**config.mk**
```make
export PLATFORM = sky130hd
export DESIGN_NAME = poly_reducer
export DESIGN_NICKNAME = d
export VERILOG_FILES = /design/src/rtl/red_pkg.sv /design/src/rtl/fold_net.sv /design/src/rtl/field_mux.sv /design/src/rtl/poly_reducer.sv
export SDC_FILE = /design/constraint.sdc
export NUM_CORES = 2
export LEC_CHECK = 0
export BUFFER_PORTS_ARGS = -buffer_cell sky130_fd_sc_hd__buf_4
export CAP_MARGIN = 25
export CORE_AREA = 2 2 331 333
export CTS_CLUSTER_SIZE = 30
export DETAILED_ROUTE_END_ITERATION = 8
export DIE_AREA = 0 0 333 335
export HOLD_SLACK_MARGIN = 0.15
export SLEW_MARGIN = 10
export SYNTH_ARGS = -nofsm -noshare
export SYNTH_HDL_FRONTEND = slang
export SYNTH_SLANG_ARGS = --single-unit
```
**constraint.sdc**
```tcl
create_clock -name clk_i -period 0.8 [get_ports clk_i]
set_input_delay 0.12 -clock clk_i [delete_from_list [all_inputs] [get_ports clk_i]]
set_output_delay 0.12 -clock clk_i [all_outputs]
set_load 0.03 [all_outputs]
```
**src/rtl/red_pkg.sv**
```systemverilog
package red_pkg;
    // Field degrees supported by the reducer
    localparam int unsigned DEG_A = 163;
    localparam int unsigned DEG_B = 233;
    localparam int unsigned DEG_C = 283;

    // Non-leading, non-constant terms of each irreducible polynomial
    localparam int unsigned A_T1 = 7;
    localparam int unsigned A_T2 = 6;
    localparam int unsigned A_T3 = 3;
    localparam int unsigned B_T1 = 74;
    localparam int unsigned C_T1 = 12;
    localparam int unsigned C_T2 = 7;
    localparam int unsigned C_T3 = 5;

    typedef enum logic [1:0] {
        FLD_A    = 2'b00,
        FLD_B    = 2'b01,
        FLD_C    = 2'b10,
        FLD_NONE = 2'b11
    } field_e;
endpackage

```
**src/rtl/fold_net.sv**
```systemverilog
module fold_net #(
    parameter int unsigned M     = 163,
    parameter int unsigned K1    = 7,
    parameter int unsigned K2    = 6,
    parameter int unsigned K3    = 3,
    parameter int unsigned NT    = 3,
    parameter int unsigned W_OUT = 283
) (
    input  logic [2*M-2:0]   prod_i,
    output logic [W_OUT-1:0] res_o
);
    localparam int unsigned PW = 2*M - 1;
    localparam int unsigned HW = M - 1;

    function automatic int unsigned tap_pos(input int i);
        return (i == 0) ? K1 : ((i == 1) ? K2 : K3);
    endfunction

    logic [HW-1:0] hi1;
    logic [HW-1:0] hi2;
    logic [PW-1:0] stage1;
    logic [M-1:0]  stage2;

    // First fold: upper half times the low terms, added into the low half
    always_comb begin
        hi1    = prod_i[PW-1:M];
        stage1 = {{HW{1'b0}}, prod_i[M-1:0]} ^ PW'(hi1);
        for (int i = 0; i < 3; i++) begin
            if (i < int'(NT)) begin
                stage1 = stage1 ^ (PW'(hi1) << tap_pos(i));
            end
        end
    end

    // Second fold: the short overflow left by the first fold
    always_comb begin
        hi2    = stage1[PW-1:M];
        stage2 = stage1[M-1:0] ^ M'(hi2);
        for (int i = 0; i < 3; i++) begin
            if (i < int'(NT)) begin
                stage2 = stage2 ^ (M'(hi2) << tap_pos(i));
            end
        end
    end

    assign res_o = W_OUT'(stage2);
endmodule

```
**src/rtl/field_mux.sv**
```systemverilog
module field_mux
    import red_pkg::*;
#(
    parameter int unsigned W = 283
) (
    input  field_e         sel_i,
    input  logic [W-1:0]   a_i,
    input  logic [W-1:0]   b_i,
    input  logic [W-1:0]   c_i,
    output logic [W-1:0]   y_o
);
    always_comb begin
        unique case (sel_i)
            FLD_A:    y_o = a_i;
            FLD_B:    y_o = b_i;
            FLD_C:    y_o = c_i;
            FLD_NONE: y_o = '0;
            default:  y_o = '0;
        endcase
    end
endmodule

```
**src/rtl/poly_reducer.sv**
```systemverilog
module poly_reducer
    import red_pkg::*;
#(
    parameter int unsigned W       = DEG_C,
    parameter bit          REG_OUT = 1'b1
) (
    input  logic              clk_i,
    input  logic              rst_ni,
    input  logic [2*W-2:0]    prod_i,
    input  logic [1:0]        sel_i,
    output logic [W-1:0]      res_o
);
    localparam int unsigned PW = 2*W - 1;

    logic [W-1:0] res_a;
    logic [W-1:0] res_b;
    logic [W-1:0] res_c;
    logic [W-1:0] res_sel;

    fold_net #(.M(DEG_A), .K1(A_T1), .K2(A_T2), .K3(A_T3), .NT(3), .W_OUT(W)) u_net_a (
        .prod_i (prod_i[2*DEG_A-2:0]),
        .res_o  (res_a)
    );

    fold_net #(.M(DEG_B), .K1(B_T1), .K2(0), .K3(0), .NT(1), .W_OUT(W)) u_net_b (
        .prod_i (prod_i[2*DEG_B-2:0]),
        .res_o  (res_b)
    );

    fold_net #(.M(DEG_C), .K1(C_T1), .K2(C_T2), .K3(C_T3), .NT(3), .W_OUT(W)) u_net_c (
        .prod_i (prod_i[2*DEG_C-2:0]),
        .res_o  (res_c)
    );

    field_mux #(.W(W)) u_mux (
        .sel_i (field_e'(sel_i)),
        .a_i   (res_a),
        .b_i   (res_b),
        .c_i   (res_c),
        .y_o   (res_sel)
    );

    generate
        if (REG_OUT) begin : g_reg
            logic [W-1:0] res_q;

            always_ff @(posedge clk_i or negedge rst_ni) begin
                if (!rst_ni) begin
                    res_q <= '0;
                end else begin
                    res_q <= res_sel;
                end
            end

            assign res_o = res_q;


            sel_none_zero_chk: assert property (@(posedge clk_i) disable iff (!rst_ni)
                (sel_i == 2'b11) |=> (res_o == '0));


            small_a_upper_zero_chk: assert property (@(posedge clk_i) disable iff (!rst_ni)
                (sel_i == 2'b00) |=> (res_o[W-1:DEG_A] == '0));


            small_b_upper_zero_chk: assert property (@(posedge clk_i) disable iff (!rst_ni)
                (sel_i == 2'b01) |=> (res_o[W-1:DEG_B] == '0));


            reduced_pass_c_chk: assert property (@(posedge clk_i) disable iff (!rst_ni)
                (sel_i == 2'b10 && prod_i[PW-1:W] == '0) |=> (res_o == $past(prod_i[W-1:0])));


            reduced_pass_a_chk: assert property (@(posedge clk_i) disable iff (!rst_ni)
                (sel_i == 2'b00 && prod_i[PW-1:DEG_A] == '0)
                |=> (res_o[DEG_A-1:0] == $past(prod_i[DEG_A-1:0])));
        end else begin : g_comb
            assign res_o = res_sel;
        end
    endgenerate
endmodule

```
==> flow_summary.rst <==
.. list-table::
   :header-rows: 1

   * - Metric
     - Value
   * - Result of the run
     - finished with violations
   * - Violated checks
     - hold timing, setup timing
   * - Maximum number of pins on one net before global-route repair
     - 49
   * - Post-synthesis cell type with the largest combined area
     - xnor2_1
   * - Die Wd
     - 333 µm
   * - Cells along the critical path
     - buf_6
   * - Kind of start point of the critical path
     - flop
   * - Clock slew at the register clock pins of the worst setup and hold paths
     - around 0.070 ns
   * - H-tree Lvls
     - 2
   * - Hold depth
     - 2
   * - Count of clock tree sinks
     - about 280
   * - Required arrival time at the worst endpoint
     - roughly 0.68 ns
   * - I/O pins
     - 852
   * - Maximum fanout along the worst path
     - 1
   * - Detailed-route wire length
     - between 200,000 and 250,000 µm
   * - Worst hold slack
     - -0.189 ns
   * - Global Route met2 Usage
     - between 60% and 70%
   * - Longest Clk Path Bufs
     - 3
   * - Area share of the leading cell type in the synthesized netlist
     - a little over 40%
   * - Placeable core region
     - approximately 110,000 µm²
   * - GP Congestion
     - between 1 and 1.5
   * - Vias in the first global route
     - roughly 31,000
   * - CP top delay family
     - flip-flops
   * - Top library cells by usage in the layout, fill and taps aside
     - 1,543 x buf_4, 1,054 x xnor2_1, 312 x buf_6, 304 x xor2_1, 267 x dfrtp_1
   * - GR Layer Usage met1
     - between 40% and 50%
   * - Ys Warns
     - 0
   * - Global-route wire length before repair
     - between 200,000 and 300,000 µm
   * - Min-Delay Endpoint
     - res_o[162]
   * - Worst Slack Setup Final
     - -0.599 ns
   * - Hold wc startpoint
     - sel_i[0]
   * - Total leakage power
     - roughly 24 nW
   * - Summed area of non-filler cells in the final layout
     - 54,200 µm²
   * - Synth-to-Final Area Change
     - 86.2%
   * - Part of the cycle the worst path needs
     - 175%
   * - Violation count after the first detailed-routing iteration
     - 2,673
   * - Worst Setup Path Type
     - reg2out
   * - IR Drop Worst-Case VDD
     - approximately 0.0015 V
   * - Worst slew margin
     - just over 60%
   * - Slowest cell on crit path
     - dfrtp_2
   * - Count of final setup violators
     - 347
   * - Cell Area, Placed
     - approximately 49,000 µm²
   * - Synthesized cell area
     - roughly 29,000 µm²
   * - Clock tree root driver cell
     - clkbuf_16
   * - TritonCTS clock tree
     - yes
   * - Post-layout utilization of the core
     - between 50% and 60%
   * - Number of hold-slack violations in the final timing report
     - 61
   * - Synth Register Bits
     - between 200 and 300
   * - TritonCTS buffer count
     - 41
   * - Overall global routing resource usage
     - 37.4%
   * - Share of the yosys chip area belonging to registers
     - 24.3%
   * - Gate count of the mapped netlist
     - slightly above 3,000
   * - Pre-Repair DR Iteration Count
     - 5
   * - Leading post-synthesis cells by cell area
     - xnor2_1 41%, dfrtp_1 24%, xor2_1 11%, xnor3_1 6.6%, clkbuf_1 3.8%
   * - Half-perimeter wire length of the detailed placement result
     - 182,000 µm
   * - Unrepaired setup endpoints after global routing
     - true
   * - Share of async-settable or async-resettable flops after synthesis
     - 100%
   * - Placement row count
     - between 100 and 150
   * - Post-synth EDFFs
     - 0
   * - Die area
     - roughly 110,000 µm²
   * - Vias per cell
     - 4.85
   * - Worst setup EP type
     - output pin
   * - Power density over the cells
     - approximately 1700 nW/µm²
   * - Total global routing overflow
     - 0
   * - Number of nets in the synthesized netlist
     - approximately 3,600
   * - Count of unresolved DRC violations after routing
     - 0
   * - Average cell area after synthesis
     - roughly 9.6 µm²
   * - Post-layout net count
     - between 5,000 and 6,000
   * - Buffers added on ports
     - approximately 850
   * - Antenna violations before repair
     - 42
   * - Layer with the highest usage
     - met2
   * - Pre-CTS setup slack
     - -1.12 ns
   * - Actual slew at the worst max-slew pin
     - between 0.5 and 0.6 ns
   * - Arrival time at the worst endpoint
     - roughly 1.3 ns
   * - Max-cap check violation count
     - 0
   * - Filler cell count in the final layout
     - about 10,000
   * - Met3 Usage GRT
     - about a tenth
   * - Starting Density
     - 26.9%
   * - DR vias
     - between 30,000 and 40,000
   * - Floorplan die height
     - around 340 µm
   * - Sum of buffers and inverters on the critical path
     - 1
   * - Number of different library cells in the post-synthesis netlist
     - 35
   * - Post-DR wirelength/cell
     - between 30 and 40 µm
   * - Post-route ant nets
     - 0
   * - Number of pins with negative max-slew slack in the final report
     - 0
   * - Most instantiated flip-flop cell in the synthesis netlist
     - dfrtp_1
   * - Highest cell delay on the worst timing path
     - roughly 0.47 ns
   * - FMAX
     - around 0.7 GHz
   * - Fraction of layout cells with a size suffix above 1
     - 51.5%
   * - Total negative slack
     - -144.87 ns
   * - Shortest clock period the worst path allows after layout
     - roughly 1.4 ns
   * - Total design power
     - between 90 and 100 mW
   * - Worst min-delay path category
     - in2reg
   * - Commonest non-fill, non-tap cell in the layout
     - buf_4
   * - Number of flip-flops under the largest register name
     - ~280
stage by stage:
| step | hold WS [ns] | instances |
|---|---|---|
| after CTS | -0.177 | 6311 |
| after global placement | -0.0331 | 6071 |
| after detailed placement | -0.0330 | 6071 |
| after floorplan | -0.176 | 3034 |
| after global routing | -0.206 | 6297 |
| final | -0.189 | 6311 |
cell usage after synthesis (all sizes together) (7+ instances only):
cell    count
o21ai      76
and2       36
nor2      115
xnor2    1359
nor3       34
a22o       15
a22oi      23
nand2     138
xor2      373
dfrtp     283
xnor3      86
buf        32
o221ai     70
a221o      63
xor3        7
clkbuf    297
power breakdown:
group	switching [mW]	total, mW	internal, mW	leakage [nW]
clock	8.31	21.6	13.3	0.749
sequential	1.79	18.4	16.6	3.60
combinational	26.4	51.9	25.5	20.0
total	36.5	91.9	55.4	24.4
kinds of logic (layout without fill, tap and decap cells):
kind of cell	count (synthesis)	after routing	share of synthesized area, %
xor gates and xnor gates	1825	1825	59.4
and+or+nand+nor	338	338	4.97
buffers and inverters	329	2161	4.35
DFF	283	283	24.3
AOI/OAI and AO/OA	258	258	6.91
muxes	1	1	0.0344
other	0	31	0
routing by layer:
layer	wire length (µm)	part of all wire, %
met1	80600	38
met2	99200	46
met3	19200	8.9
met4	15600	7.3
met5	138	0.064
final cells by class:
| class | instances | area, µm² | area share (%) |
|---|---|---|---|
| multi-input combinational | 2422 | 25200 | 46.5 |
| timing repair buffer | 2085 | 18500 | 34.2 |
| sequential | 283 | 7100 | 13.1 |
| tap | 1414 | 1770 | 3.27 |
| clock buffer | 55 | 1180 | 2.18 |
| clock inverter | 21 | 354 | 0.654 |
| antenna | 31 | 77.6 | 0.143 |
repair_timing:
item,CTS,global route
pin swaps,17,81
hold endpoints to repair,555,247
hold buffers,159,66
buffers inserted,5,11
gates resized for setup,365,145
endpoints found under the setup margin,334,471
gates cloned,0,2
worst max-delay path by stage:
| stage | startpoint | slack [ns] | to | cells after the start |
|---|---|---|---|---|
| floorplan | prod_i[319] | -0.71 | res_o[3] | 5 |
| global placement | prod_i[353] | -1.12 | res_o[77] | 6 |
| detailed placement | prod_i[353] | -1.12 | res_o[77] | 6 |
| CTS | res_o[48] | -0.63 | res_o[48] | 1 |
| global route | res_o[48] | -0.60 | res_o[48] | 1 |
| finish | res_o[48] | -0.60 | res_o[48] | 1 |
Note: power is estimated with default switching activity, not from simulation.
